--- src/rtl/bsq_pkg.sv ---
package bsq_pkg;

   typedef enum logic [3:0] {
      ST_IDLE = 4'd0,
      ST_S0   = 4'd1,
      ST_S1   = 4'd2,
      ST_S2   = 4'd3,
      ST_S3   = 4'd4,
      ST_S4   = 4'd5,
      ST_S5   = 4'd6,
      ST_S6   = 4'd7,
      ST_S7   = 4'd8,
      ST_WAIT = 4'd9
   } bsq_state_e;

   typedef struct packed {
      logic as_n;
      logic ds_n;
      logic rw;
      logic oe;
   } bsq_pins_t;

   localparam bsq_pins_t BSQ_PINS_IDLE = '{as_n: 1'b1, ds_n: 1'b1, rw: 1'b1, oe: 1'b0};

   function automatic bsq_pins_t bsq_decode(input bsq_state_e st, input logic wr);
      bsq_pins_t p;
      p = BSQ_PINS_IDLE;
      unique case (st)
         ST_S2: begin
            p.as_n = 1'b0;
            p.rw   = ~wr;
         end
         ST_S3: begin
            p.as_n = 1'b0;
            p.rw   = ~wr;
            p.oe   = wr;
         end
         ST_S4, ST_WAIT, ST_S5, ST_S6: begin
            p.as_n = 1'b0;
            p.ds_n = 1'b0;
            p.rw   = ~wr;
            p.oe   = wr;
         end
         ST_S7: begin
            p.rw = ~wr;
            p.oe = wr;
         end
         default: p = BSQ_PINS_IDLE;
      endcase
      return p;
   endfunction

endpackage

--- src/rtl/bsq_tick.sv ---
module bsq_tick #(
   parameter int CYC_CLKS = 4
) (
   input  logic clk,
   input  logic rst_n,
   input  logic run,
   output logic tick,
   output logic pre_tick
);

   localparam int CNT_W = (CYC_CLKS < 2) ? 1 : $clog2(CYC_CLKS);

   generate
      if (CYC_CLKS == 1) begin : g_every
         assign tick     = run;
         assign pre_tick = run;
      end else begin : g_count
         logic [CNT_W-1:0] cnt_q;
         localparam logic [CNT_W-1:0] LAST = CNT_W'(CYC_CLKS - 1);
         localparam logic [CNT_W-1:0] PRE  = CNT_W'(CYC_CLKS - 2);

         always_ff @(posedge clk or negedge rst_n) begin
            if (!rst_n)              cnt_q <= '0;
            else if (!run)           cnt_q <= '0;
            else if (cnt_q == LAST)  cnt_q <= '0;
            else                     cnt_q <= cnt_q + 1'b1;
         end

         assign tick     = run && (cnt_q == LAST);
         assign pre_tick = run && (cnt_q == PRE);


         tick_spacing_chk: assert property (@(posedge clk) disable iff (!rst_n)
            tick |=> !tick);
      end
   endgenerate

endmodule

--- src/rtl/bsq_sync.sv ---
module bsq_sync #(
   parameter int   STAGES   = 2,
   parameter logic RST_VAL  = 1'b1
) (
   input  logic clk,
   input  logic rst_n,
   input  logic din,
   output logic dout
);

   logic [STAGES-1:0] chain_q;

   generate
      for (genvar i = 0; i < STAGES; i++) begin : g_stage
         if (i == 0) begin : g_first
            always_ff @(posedge clk or negedge rst_n) begin
               if (!rst_n) chain_q[0] <= RST_VAL;
               else        chain_q[0] <= din;
            end
         end else begin : g_next
            always_ff @(posedge clk or negedge rst_n) begin
               if (!rst_n) chain_q[i] <= RST_VAL;
               else        chain_q[i] <= chain_q[i-1];
            end
         end
      end
   endgenerate

   assign dout = chain_q[STAGES-1];

endmodule

--- src/rtl/bsq_fsm.sv ---
module bsq_fsm
   import bsq_pkg::*;
#(
   parameter int ADDR_W   = 24,
   parameter int DATA_W   = 8,
   parameter int CYC_CLKS = 4,
   parameter bit REG_OUT  = 1'b1
) (
   input  logic              clk,
   input  logic              rst_n,
   input  logic              tick,
   input  logic              pre_tick,
   input  logic              ack_sync,
   input  logic              req_valid,
   input  logic              req_write,
   input  logic [ADDR_W-1:0] req_addr,
   input  logic [DATA_W-1:0] req_wdata,
   input  logic [DATA_W-1:0] bus_din,
   output logic              busy,
   output logic              done,
   output logic [DATA_W-1:0] rd_data,
   output logic [ADDR_W-1:0] bus_addr,
   output logic [DATA_W-1:0] bus_dout,
   output bsq_pins_t         pins
);

   bsq_state_e        state_q, state_d;
   logic              wr_q;
   logic [ADDR_W-1:0] addr_q;
   logic              ack_seen;

   generate
      if (CYC_CLKS > 1) begin : g_early_sample
         logic ack_q;
         always_ff @(posedge clk or negedge rst_n) begin
            if (!rst_n)        ack_q <= 1'b0;
            else if (pre_tick) ack_q <= ack_sync;
         end
         assign ack_seen = ack_q;
      end else begin : g_direct_sample
         logic unused_pre;
         assign unused_pre = pre_tick;
         assign ack_seen   = ack_sync;
      end
   endgenerate

   always_comb begin
      state_d = state_q;
      if (state_q == ST_IDLE) begin
         if (req_valid) state_d = ST_S0;
      end else if (tick) begin
         unique case (state_q)
            ST_S0:          state_d = ST_S1;
            ST_S1:          state_d = ST_S2;
            ST_S2:          state_d = ST_S3;
            ST_S3:          state_d = ST_S4;
            ST_S4, ST_WAIT: state_d = ack_seen ? ST_S5 : ST_WAIT;
            ST_S5:          state_d = ST_S6;
            ST_S6:          state_d = ST_S7;
            ST_S7:          state_d = ST_IDLE;
            default:        state_d = ST_IDLE;
         endcase
      end
   end

   always_ff @(posedge clk or negedge rst_n) begin
      if (!rst_n) begin
         state_q  <= ST_IDLE;
         wr_q     <= 1'b0;
         addr_q   <= '0;
         bus_dout <= '0;
         bus_addr <= '0;
         rd_data  <= '0;
         done     <= 1'b0;
      end else begin
         state_q <= state_d;
         done    <= (state_q == ST_S7) && tick;
         if (state_q == ST_IDLE && req_valid) begin
            wr_q     <= req_write;
            addr_q   <= req_addr;
            bus_dout <= req_wdata;
         end
         if (state_q == ST_S0 && tick) bus_addr <= addr_q;
         if (state_q == ST_S6 && tick && !wr_q) rd_data <= bus_din;
      end
   end

   assign busy = (state_q != ST_IDLE);

   generate
      if (REG_OUT) begin : g_reg_pins
         always_ff @(posedge clk or negedge rst_n) begin
            if (!rst_n) pins <= BSQ_PINS_IDLE;
            else        pins <= bsq_decode(state_d, wr_q);
         end
      end else begin : g_comb_pins
         assign pins = bsq_decode(state_q, wr_q);
      end
   endgenerate


   state_hold_chk: assert property (@(posedge clk) disable iff (!rst_n)
      (busy && !tick) |=> (state_q == $past(state_q)));


   wait_insert_chk: assert property (@(posedge clk) disable iff (!rst_n)
      (tick && (state_q == ST_S4 || state_q == ST_WAIT) && !ack_seen) |=> (state_q == ST_WAIT));

endmodule

--- src/rtl/strobe_bus_master.sv ---
module strobe_bus_master
   import bsq_pkg::*;
#(
   parameter int ADDR_W      = 24,
   parameter int DATA_W      = 8,
   parameter int CYC_CLKS    = 4,
   parameter int SYNC_STAGES = 2,
   parameter bit REG_OUT     = 1'b1
) (
   input  logic              clk,
   input  logic              rst_n,
   input  logic              req_valid,
   output logic              req_ready,
   input  logic              req_write,
   input  logic [ADDR_W-1:0] req_addr,
   input  logic [DATA_W-1:0] req_wdata,
   output logic              done,
   output logic [DATA_W-1:0] rd_data,
   output logic [ADDR_W-1:0] bus_addr,
   output logic [DATA_W-1:0] bus_dout,
   output logic              bus_oe,
   input  logic [DATA_W-1:0] bus_din,
   output logic              as_n,
   output logic              ds_n,
   output logic              rw,
   input  logic              dtack_n
);

   initial begin
      cyc_range_chk: assert (CYC_CLKS >= 1 && CYC_CLKS <= 15)
         else $error("CYC_CLKS out of range");
      sync_depth_chk: assert (SYNC_STAGES >= 2)
         else $error("SYNC_STAGES below two");
      width_chk: assert (ADDR_W >= 1 && DATA_W >= 1)
         else $error("bad bus width");
   end

   logic      busy, tick, pre_tick, ack_n_sync;
   bsq_pins_t pins;

   bsq_tick #(.CYC_CLKS(CYC_CLKS)) u_tick (
      .clk      (clk),
      .rst_n    (rst_n),
      .run      (busy),
      .tick     (tick),
      .pre_tick (pre_tick)
   );

   bsq_sync #(.STAGES(SYNC_STAGES), .RST_VAL(1'b1)) u_sync (
      .clk   (clk),
      .rst_n (rst_n),
      .din   (dtack_n),
      .dout  (ack_n_sync)
   );

   bsq_fsm #(
      .ADDR_W   (ADDR_W),
      .DATA_W   (DATA_W),
      .CYC_CLKS (CYC_CLKS),
      .REG_OUT  (REG_OUT)
   ) u_fsm (
      .clk       (clk),
      .rst_n     (rst_n),
      .tick      (tick),
      .pre_tick  (pre_tick),
      .ack_sync  (~ack_n_sync),
      .req_valid (req_valid),
      .req_write (req_write),
      .req_addr  (req_addr),
      .req_wdata (req_wdata),
      .bus_din   (bus_din),
      .busy      (busy),
      .done      (done),
      .rd_data   (rd_data),
      .bus_addr  (bus_addr),
      .bus_dout  (bus_dout),
      .pins      (pins)
   );

   assign req_ready = ~busy;
   assign as_n      = pins.as_n;
   assign ds_n      = pins.ds_n;
   assign rw        = pins.rw;
   assign bus_oe    = pins.oe;


   ds_within_as_chk: assert property (@(posedge clk) disable iff (!rst_n)
      !ds_n |-> !as_n);


   oe_only_write_chk: assert property (@(posedge clk) disable iff (!rst_n)
      bus_oe |-> !rw);


   idle_quiet_chk: assert property (@(posedge clk) disable iff (!rst_n)
      req_ready |-> (as_n && ds_n && rw && !bus_oe));


   done_pulse_chk: assert property (@(posedge clk) disable iff (!rst_n)
      done |=> !done);

endmodule

--- config.mk ---
export PLATFORM = sky130hd
export DESIGN_NAME = strobe_bus_master
export DESIGN_NICKNAME = d
export VERILOG_FILES = /design/src/rtl/bsq_pkg.sv /design/src/rtl/bsq_tick.sv /design/src/rtl/bsq_sync.sv /design/src/rtl/bsq_fsm.sv /design/src/rtl/strobe_bus_master.sv
export SDC_FILE = /design/constraint.sdc
export NUM_CORES = 1
export LEC_CHECK = 0
export ABC_AREA = 1
export BUFFER_PORTS_ARGS = -buffer_cell sky130_fd_sc_hd__buf_2
export CAP_MARGIN = 0
export CORE_ASPECT_RATIO = 1.25
export CORE_UTILIZATION = 54
export CTS_BUF_LIST = sky130_fd_sc_hd__clkbuf_8
export DETAILED_ROUTE_END_ITERATION = 12
export PLACE_DENSITY = 0.82
export SLEW_MARGIN = 20
export SYNTH_ARGS = -nofsm -noshare
export SYNTH_HDL_FRONTEND = slang
export SYNTH_SLANG_ARGS = --single-unit
--- constraint.sdc ---
create_clock -name clk -period 1.9 [get_ports clk]
set_clock_uncertainty 0.1 [all_clocks]
set_input_delay 0.38 -clock clk [delete_from_list [all_inputs] [get_ports clk]]
set_output_delay 0.38 -clock clk [all_outputs]
set_load 0.05 [all_outputs]
* Yosys cells after proc, flatten, opt, wreduce, memory -nomap -nowiden
Cells that the tools add are included.
** Operators by class
- Equal/unequal tests :: 18
- Reductions and logical operators :: 15
- Bitwise operators :: 3
- Mux-type cells :: 11
- $add $sub $neg :: 1
** Operator list (count)
- $eq 4x3->1 const B :: 8
- $pmux 4 s7 :: 1
- $eq 4x4->1 const B :: 4
- $mux 4 :: 4
- $eq 4x2->1 const B :: 3
- $reduce_or 6->1 :: 2
- $logic_and 1x1->1 :: 7
- $reduce_or 7->1 :: 1
- $eq 2x2->1 const B :: 2
- $eq 4x1->1 const B :: 1
- $logic_not 4->1 :: 1
- $mux 1 :: 4
- $mux 2 :: 2
- $reduce_bool 4->1 :: 1
- $reduce_or 4->1 :: 1
- $not 1->1 :: 3
- $add 2x1->2 const B :: 1
- $reduce_or 2->1 :: 1
- $logic_not 1->1 :: 1
** Storage, ports and cells
- Logic and storage cells :: 63
- Input bits :: 45
- Flip-flop bits (word level) :: 79

* Longest topological paths before layout
Gate-level depths: netlist of the first run.
- Depth after elaboration :: 8
- Gate-level depth with buffers :: 11

* Modules after synthesis
Synthesis of the first run repeated with hierarchy kept, for this count alone.
** Unflattened totals
- Cell total of the unflattened synthesis :: 316
- Area total of the unflattened synthesis :: 3188.1 sq um
** By module, submodules not included
- bsq_fsm :: area each 3022.9 sq um, instances 1, seq. area each 1880.6 sq um, cells an instance 300
- bsq_tick :: area each 105.1 sq um, instances 1, seq. area each 50.0 sq um, cells an instance 12
- bsq_sync :: area each 52.6 sq um, instances 1, seq. area each 52.6 sq um, cells an instance 2
- strobe_bus_master :: area each 7.5 sq um, instances 1, seq. area each 0.0 sq um, cells an instance 2

* Worst setup path after synthesis of the first run
No wires, ideal clock.
- Path type :: register to register
- Start :: register u_fsm.state_q[1]
- End :: register u_fsm.addr_q[15]
- Slack :: 303 ps
- Required time :: 1675 ps
- Buffers on the path :: 1
- Stages on the path, launching flop included :: 7
- Arrival :: 1372 ps
- Setup time :: 125 ps
- Cells stage by stage :: dfrtp_1 -> nor2_1 -> nand2_2 -> inv_4 -> nand2_8 -> buf_6 -> mux2_4
** On the way
- Cells in the longest elaborated chain, start to end :: 2
** RTL lines
- start, declared :: RTL line bsq_fsm.sv:27 : bsq_state_e state_q, state_d;
- start signal, assigned :: RTL line bsq_fsm.sv:76 : state_q <= state_d;
- $logic_not 4->1 :: RTL line bsq_fsm.sv:78 : if (state_q == ST_IDLE && req_valid) begin
- $logic_and 1x1->1 :: RTL line bsq_fsm.sv:78
- end signal, assigned :: RTL line bsq_fsm.sv:80 : addr_q <= req_addr;
- end, declared :: RTL line bsq_fsm.sv:29 : logic [ADDR_W-1:0] addr_q;
Every way passes these cells.
A chain may end at the register's enable or synchronous reset.

* Final worst setup path of the first run
- Start :: register u_fsm.state_q[0]
- End :: output port req_ready
** On the way
- Cells in the longest elaborated chain, start to end :: 2
** RTL lines
- $reduce_bool 4->1 :: RTL line bsq_fsm.sv:88 : assign busy = (state_q != ST_IDLE);
- $not 1->1 :: RTL line strobe_bus_master.sv:80 : assign req_ready = ~busy;
- end, declared :: RTL line strobe_bus_master.sv:13 : output logic req_ready,
Every way passes these cells.

==> results of run 1 <==
[synth_stat cells]
master    count  area (sq um)
dfrtp_1      74          1850
nand2_1      34           128
mux2_4       27           405
inv_1        22          82.6
nor2_1       21          78.8
mux2_2       17           191
a21oi_1      15          75.1
o21ai_0      11          55.1
nand2_2       6          37.5
dfstp_2       5           131
nand3_1       5          25.0
buf_6         4          45.0
inv_2         4          15.0
buf_2         3          15.0
ha_1          2          25.0
nand3_2       2          20.0
nor2_2        2          12.5
nor3_1        2          10.0
a21oi_2       1          8.76
a31oi_1       1          6.26
clkbuf_1      1          3.75
inv_4         1          6.26
nand2_4       1          11.3
nand2_8       1          20.0
nor4_1        1          6.26
o211ai_1      1          7.51
o21ai_1       1          5.00
o21ai_2       1          8.76
o21bai_1      1          7.51
[logic make-up after synthesis]
logic type,count (synthesis),share of synthesized area (%)
AND/OR/NAND/NOR,75,10.6
adder cells (fa/ha/maj),2,0.759
AO/OA/AOI/OAI,32,5.28
multiplexers,44,18.1
flip-flops,79,60.2
buffers and inverters,35,5.09
[sequential cells by signal, summed over array words and instances, names as in the netlist]
name                  count
u_fsm.ack_seen            1
u_fsm.addr_q             24
u_fsm.bus_addr           24
u_fsm.bus_dout            8
u_fsm.done                1
u_fsm.pins                4
u_fsm.rd_data             8
u_fsm.state_q             4
u_fsm.wr_q                1
u_sync.chain_q            1
u_sync.dout               1
u_tick.g_count.cnt_q      2
[worst paths after layout]
path,end,slack [ns],cells past startpoint
setup reg to reg,u_fsm.pins[3],0.15,10
hold / removal,u_sync.chain_q[0],0.04,1
hold reg to reg,u_sync.dout,0.26,0
setup / recovery,req_ready,0.06,4
min in group asynchronous,u_fsm.addr_q[5],0.40,2
max in group asynchronous,u_sync.dout,0.74,3
[power breakdown]
part	total [mW]	internal (mW)	leakage, nW	switching, mW
clock network	1.35	0.771	0.114	0.575
registers	2.81	2.41	0.928	0.402
logic	3.77	1.29	1.17	2.48
total	7.93	4.47	2.22	3.46
[layout make-up]
type	count	area share [%]
clock buffer	10	3.35
timing repair buffer	98	13.2
inverter	27	2.53
tap	82	2.50
sequential	79	48.4
multi-input combinational	153	28.0
clock inverter	6	2.07
[what timing repair did]
item / in CTS / in global routing
resized for setup: 1 / 6
hold endpoints to repair: 22 / 0
cloned: 0 / 0
buffers inserted: 0 / 1
hold buffers: 1 / 0
endpoints found under the setup margin: 1 / 4
[metal layers]
layer	share of wire [%]	track usage (%)	vias up	wire, um
met5	0	0	-	0
met4	1.8	10.3	0	114
met3	5.3	5.86	11	334
met2	54	37.0	77	3370
met1	39	24.5	1084	2480
li1	-	-	1070	-
[critical path, stage by stage (launching register included)]
cell and delay (ns):
dfrtp_2 0.47, nor2_2 0.12, nand2_2 0.12, inv_4 0.11
buf_4 0.20
[per-stage QoR]
step | power (mW) | std cells
after floorplan | 5.74 | 267
after global placement | 6.41 | 437
after detailed placement | 6.54 | 437
after CTS | 7.94 | 454
after global routing | 8.38 | 455
final | 7.93 | 455
==> metrics.csv, run 1 <==
metric,value,unit
finalCriticalPeriod,1.84,ns
hold_path_class,input pin to register,
io_buffers,90,
dr.pass1.iters,4,
layout.nets,415,
clock-sinks,79,
place.gp.congestion,1.02,
worstSetupEndpointType,output pin,
hpwl,4.43,mm
fill_cells,419,
multi_input_area,1150,sq um
post-route-period-util,96.8,%
rows,31,
coreArea,5860,sq um
synth_seq_cells,79,
synth_seq_area_share,60.2,%
start_util,56.3,%
final_cell_mix,"buf_2, dfrtp_1, nand2_1",
grt_pass1_vias,2262,
drc,0,
critical_path.startpoint,u_fsm.state_q[0],
syn_avg_cell_area,12.3,sq um
synthCells,267,
clkTransAtPathRegs,0.07,ns
die_area,6420,sq um
worstPathRequired,1.42,ns
fin_setup_tns,0,ns
final_common_cell,buf_2,
antenna_found_initial,0,
rr_startpoint,u_fsm.state_q[0],
syn_to_final_growth,24.7,%
drt_iter0_drc,142,
setup-violations-final,0,
final_util,70.2,%
seq_area,1990,sq um
criticalPathCategory,register to output pin,
p_per_area,1930,nW/um^2
grt_max_degree,46,
vias,2242,
htreeDepth,3,
grt_overflow,0,
cts_tree,built,
crit_fanout,7,
track_usage,21.3,%
clockBufferDepth,2,
synth_warnings,0,
antenna_cells,0,
ir_drop,1.10,mV
start_kind,register,
relSlewSlack,74.9,%
worst_slack,0.0605,ns
routedWlPerCell,13.8,um
outcome,finished clean,
tightestPinTransition,0.377,ns
drv_slew,0,
via_per_inst,4.93,
clock_latency,0.33,ns
ys_types,29,
syn_area,3300,sq um
drv_cap,0,
grt_pass1_wl,10.2,mm
pre_cts_ws,0.121,ns
hold_ws,0.0414,ns
dpl_cell_area,3860,sq um
ant_nets,0,
die_x,71.9,um
syn_nets,314,
cts_buffers,9,
max_freq,544,MHz
drive_gt1_share,49.9,%
die_h,89.3,um
final_cell_area,4110,sq um
io_pins,91,
p_leak,2.22,nW
cts-root-buf,clkbuf_8,
holdCritStartpoint,dtack_n,
drt-total-wl,6.30,mm
grt_setup_unrepaired,false,
arrival,1.36,ns
hold_viol_final,0,
No activity file was read; power rests on OpenSTA's default activity.
==> run 2: changes to the inputs <==
- CORE_UTILIZATION: 54 -> 49
- PLACE_DENSITY: 0.82 -> 0.79
- clock period: 1.9 -> 1.5 ns (I/O delays scaled with it)
==> metrics.csv, run 2 (synthesis gave the netlist of run 1 again) <==
metric,value,unit,change
pre_cts_ws,-0.132,ns,was 0.121 ns
cts_tree,built,,unchanged
final_util,73.6,%,was 70.2%
drt-total-wl,7.81,mm,was 6.30 mm
die_x,75.4,um,was 71.9 um
fill_cells,446,,was 419
ant_nets,0,,unchanged
hold_path_class,input pin to register,,unchanged
track_usage,21.6,%,was 21.3%
max_freq,597,MHz,
drv_slew,0,,unchanged
grt_pass1_vias,2430,,"was 2,262"
ir_drop,1.67,mV,was 1.10 mV
path_cells,nor2_2 -> nand2_2 -> clkinv_4 -> buf_4 -> nand2_8 -> buf_12 -> mux2_4,,was nor2_2 -> nand2_2 -> inv_4 -> buf_4
routedWlPerCell,15.6,um,was 13.8 um
drive_gt1_share,63.9,%,was 49.9%
final_cell_area,4800,sq um,was 4110 sq um
antenna_cells,0,,unchanged
power,11.5,mW,was 7.93 mW
clock_latency,0.35,ns,was 0.33 ns
rr_startpoint,u_fsm.state_q[3],,was u_fsm.state_q[0]
arrival,1.81,ns,was 1.36 ns
top_regs,"u_fsm.addr_q: 24 flops, u_fsm.bus_addr: 24 flops",,unchanged
fin_setup_tns,-6.77,ns,was 0 ns
relSlewSlack,82.5,%,was 74.9%
drc,0,,unchanged
die_h,93.7,um,was 89.3 um
cp_slowest_cell,dfrtp_1,,was dfrtp_2
post-route-period-util,112,%,
coreArea,6520,sq um,was 5860 sq um
worst_slack,-0.174,ns,was 0.0605 ns
rows,33,,was 31
vias,2482,,"was 2,242"
clkTransAtPathRegs,0.09,ns,was 0.07 ns
grt_setup_unrepaired,true,,was false
io_pins,91,,unchanged
finalCriticalPeriod,1.67,ns,
final_cells,500,,was 455
cp.depth,7,,was 4
io_buffers,90,,unchanged
cts_buffers,9,,unchanged
clock-sinks,79,,unchanged
rr_worst_depth,7,,was 10
crit_fanout,11,,was 7
path_buf_inv,3,,was 2
start_util,50.5,%,was 56.3%
die_area,7060,sq um,was 6420 sq um
rr_endpoint,u_fsm.bus_dout[1],,was u_fsm.pins[3]
r2r_slack,-0.17,ns,was 0.15 ns
htreeDepth,3,,unchanged
dp_cells,462,,was 437
holdPathStages,2,,was 1
final_cell_mix,"buf_2, dfrtp_1, mux2_4",,"was buf_2, dfrtp_1, nand2_1"
worstSetupEndpointType,register,,was output pin
hold_viol_final,0,,unchanged
drt_iter0_drc,106,,was 142
violations,negative setup slack,,
critical-path-top-delay-family,flip-flops,,unchanged
drv_cap,0,,unchanged
holdCritStartpoint,req_wdata[0],,was dtack_n
tightestPinTransition,0.260,ns,was 0.377 ns
antenna_found_initial,0,,unchanged
grt_max_degree,44,,was 46
crit_path_max_incr_delay,0.42,ns,was 0.47 ns
syn_to_final_growth,45.7,%,was 24.7%
cts-root-buf,clkbuf_8,,unchanged
hold_ws,0.0716,ns,was 0.0414 ns
outcome,"complete, but fails checks",,was finished clean
place.gp.congestion,0.874,,was 1.02
worstPathRequired,1.64,ns,was 1.42 ns
setup-violations-final,61,,was 0
criticalPathCategory,register to register,,was register to output pin
clockBufferDepth,2,,unchanged
grt_overflow,0,,unchanged
p_per_area,2390,nW/um^2,was 1930 nW/um^2
final_common_cell,buf_2,,unchanged
layout.nets,455,,was 415
dr.pass1.iters,4,,unchanged
via_per_inst,4.96,,was 4.93
grt_pass1_wl,11.2,mm,was 10.2 mm
start_kind,register,,unchanged
dpl_cell_area,4050,sq um,was 3860 sq um
p_leak,2.55,nW,was 2.22 nW
whs_endpoint,u_fsm.bus_dout[0],,was u_sync.chain_q[0]
hpwl,4.78,mm,was 4.43 mm
[run 2: cell count changes in the layout (fill, tap and decap cells not counted), moves of 7 or more]
cell / previous run / this run
a21oi_1: 15 / 8
buf_4: 7 / 32
mux2_2: 17 / 8
mux2_4: 27 / 36
nand2_1: 34 / 18
nand2_2: 6 / 13
nand2_4: 1 / 8
nor2_1: 20 / 10
o21ai_0: 11 / 1
o21ai_1: 1 / 8
[run 2: cell type report]
type | count | area (sq um) | share of cell area [%]
clock buffers | 9 | 124 | 2.58
clock inverters | 7 | 55.1 | 1.15
inverters | 27 | 116 | 2.42
multi-input cells | 153 | 1420 | 29.6
flip-flops and latches | 79 | 1980 | 41.3
well taps | 87 | 109 | 2.27
repair buffers | 138 | 993 | 20.7
[run 2: report_power, final]
group | leakage [nW] | total [mW] | internal [mW] | switching, mW
logic | 1.52 | 6.46 | 2.61 | 3.85
clock network | 0.0923 | 1.46 | 0.624 | 0.836
registers | 0.933 | 3.56 | 3.04 | 0.521
[run 2: worst max path at each step]
| stage | from | endpoint |
|---|---|---|
| after floorplan | u_fsm.state_q[0] | u_fsm.addr_q[15] |
| after global placement | u_fsm.state_q[2] | u_fsm.rd_data[6] |
| after detailed placement | u_fsm.state_q[3] | u_fsm.bus_addr[8] |
| after CTS | u_fsm.state_q[2] | req_ready |
| after global routing | u_fsm.state_q[3] | u_fsm.pins[0] |
| final | u_fsm.state_q[3] | u_fsm.bus_dout[1] |
[run 2: what timing repair did]
action / in CTS / in global routing
gates cloned: 1 / 1
buffers inserted: 15 / 4
resized for setup: 37 / 70
hold buffers: 2 / 0
hold endpoints to repair: 75 / 0
setup endpoints to repair: 70 / 73
pin swaps: 10 / 17
[run 2: metal layers]
layer	track usage [%]	share of wire, %	vias up
li1	-	-	1154
met1	27.0	40	1236
met2	35.4	54	74
met3	4.94	4.2	18
met4	9.41	2.2	0
met5	0	0	-
==> run 3: changes to the inputs <==
--- a/config.mk
+++ b/config.mk
@@ -8,5 +8,5 @@
 export ABC_AREA = 1
 export BUFFER_PORTS_ARGS = -buffer_cell sky130_fd_sc_hd__buf_2
-export CAP_MARGIN = 0
+export CAP_MARGIN = 10
 export CORE_ASPECT_RATIO = 1.25
 export CORE_UTILIZATION = 49
==> constraint.sdc (replaced) <==
create_clock -name clk -period 1.5 [get_ports clk]
set_clock_uncertainty 0.1 [all_clocks]
set_input_delay 0.3 -clock clk [delete_from_list [all_inputs] [get_ports clk]]
set_output_delay 0.3 -clock clk [all_outputs]
set_load 0.005 [all_outputs]
==> metrics.csv, run 3 (synthesis gave the netlist of run 1 again) <==
metric,value,unit,change
die_x,75.4,um,unchanged
rows,33,,unchanged
drc,0,,unchanged
grt_pass1_wl,12.1,mm,was 11.2 mm
post-route-period-util,115,%,was 112%
worstPathRequired,1.69,ns,was 1.64 ns
finalCriticalPeriod,1.72,ns,was 1.67 ns
drive_gt1_share,66.0,%,was 63.9%
routedWlPerCell,16.9,um,was 15.6 um
relSlewSlack,80.1,%,was 82.5%
drv_cap,0,,unchanged
layout.nets,456,,was 455
hold_ws,0.0611,ns,was 0.0716 ns
cp_slowest_cell,dfrtp_1,,unchanged
crit_path_max_incr_delay,0.43,ns,was 0.42 ns
die_h,93.7,um,unchanged
arrival,1.91,ns,was 1.81 ns
setup-violations-final,73,,was 61
final_common_cell,buf_2,,unchanged
final_cell_mix,"buf_2, dfrtp_1, mux2_4",,unchanged
p_per_area,2150,nW/um^2,was 2390 nW/um^2
pre_cts_ws,-0.0710,ns,was -0.132 ns
io_pins,91,,unchanged
top_regs,"u_fsm.addr_q: 24 flops, u_fsm.bus_addr: 24 flops",,unchanged
crit_fanout,5,,was 11
final_util,75.0,%,was 73.6%
critical-path-top-delay-family,simple AND/OR/NAND/NOR gates,,was flip-flops
place.gp.congestion,0.879,,was 0.874
max_freq,582,MHz,was 597 MHz
hold_path_class,input pin to register,,unchanged
power,10.5,mW,was 11.5 mW
violations,negative setup slack,,unchanged
path_cells,buf_6 -> inv_8 -> nand2_2 -> nor2_4 -> buf_12 -> nor2_2 -> nand2_1 -> nand2_1 -> nand2_2 -> nand2_2 -> a21oi_2 -> nor2_1,,was nor2_2 -> nand2_2 -> clkinv_4 -> buf_4 -> nand2_8 -> buf_12 -> mux2_4
final_cells,499,,was 500
worstSetupEndpointType,register,,unchanged
worst_slack,-0.219,ns,was -0.174 ns
clkTransAtPathRegs,0.09,ns,about the same
antenna_found_initial,0,,unchanged
htreeDepth,3,,unchanged
outcome,"complete, but fails checks",,unchanged
start_util,50.5,%,unchanged
grt_setup_unrepaired,true,,unchanged
criticalPathCategory,register to register,,unchanged
vias,2548,,"was 2,482"
clock_latency,0.36,ns,was 0.35 ns
path_buf_inv,3,,unchanged
hold_viol_final,0,,unchanged
syn_to_final_growth,48.4,%,was 45.7%
drt-total-wl,8.46,mm,was 7.81 mm
grt_max_degree,23,,was 44
tightestPinTransition,0.299,ns,was 0.260 ns
antenna_cells,0,,unchanged
clock-sinks,79,,unchanged
ant_nets,0,,unchanged
grt_pass1_vias,2566,,"was 2,430"
coreArea,6520,sq um,unchanged
track_usage,23.6,%,was 21.6%
dr.pass1.iters,4,,unchanged
dp_cells,463,,was 462
drt_iter0_drc,115,,was 106
cpMostUsedCell,nand2_2,,
drv_slew,0,,unchanged
cts-root-buf,clkbuf_8,,unchanged
io_buffers,90,,unchanged
cts_tree,built,,unchanged
die_area,7060,sq um,unchanged
via_per_inst,5.11,,was 4.96
fill_cells,413,,was 446
grt_overflow,0,,unchanged
start_kind,register,,unchanged
clockBufferDepth,2,,unchanged
hpwl,4.73,mm,was 4.78 mm
p_leak,2.55,nW,about the same
cts_buffers,9,,unchanged
ir_drop,1.21,mV,was 1.67 mV
-- run 3: cell types whose count changed in the layout (fill, tap and decap cells not counted), sizes merged --
cell,previous run,this run
clkinv,3,0
buf,135,133
bufinv,0,2
inv,30,28
nand2,42,44
bufbuf,0,1
clkinvlp,1,2
-- run 3: layout make-up --
class,count,area [sq um],area share (%)
Sequential cell,79,1980,40.6
Multi-Input combinational cell,155,1480,30.2
Timing Repair Buffer,137,987,20.2
Inverter,27,126,2.58
Clock buffer,9,124,2.53
Tap cell,87,109,2.23
Clock inverter,5,83.8,1.71
-- run 3: where the power goes --
| part | switching [mW] | total [mW] | internal, mW |
|---|---|---|---|
| combinational | 2.47 | 5.25 | 2.78 |
| clock | 0.781 | 1.70 | 0.924 |
| sequential | 0.536 | 3.58 | 3.04 |
-- run 3: layer usage --
| layer | track usage (%) | share of wire [%] | up-vias |
|---|---|---|---|
| met5 | 0 | 0 | - |
| met4 | 12.8 | 4.0 | 0 |
| met3 | 5.15 | 3.2 | 28 |
| met2 | 40.4 | 54 | 79 |
| met1 | 26.8 | 39 | 1280 |
| li1 | - | - | 1161 |
-- run 3: worst paths after layout --
kind                                    from                 to  slack [ns]  depth (start not counted)
max                         u_fsm.state_q[2]      u_fsm.pins[3]       -0.22                         12
min                             req_wdata[5]  u_fsm.bus_dout[5]        0.06                          2
max reg2reg                 u_fsm.state_q[2]      u_fsm.pins[3]       -0.22                         12
min reg2reg                u_sync.chain_q[0]        u_sync.dout        0.26                          0
max in group asynchronous              rst_n      u_fsm.pins[2]        0.50                          3
min in group asynchronous              rst_n   u_fsm.rd_data[1]        0.29                          2
-- run 3: stage by stage --
step	setup TNS, ns	cell area [sq um]
finish	-9.09	4890
global placement	-3.15	4050
detailed placement	-1.41	4050
floorplan	0	3310
global route	-12.16	4890
CTS	-3.69	4630
-- run 3: what timing repair did --
| item | 4_1_cts | 5_1_grt |
|---|---|---|
| setup buffers | 9 | 5 |
| pin swaps | 12 | 17 |
| endpoints found under the setup margin | 59 | 73 |
| hold endpoints to repair | 22 | 0 |
| gates cloned | 5 | 1 |
| gates resized for setup | 54 | 62 |
| hold buffers | 2 | 0 |
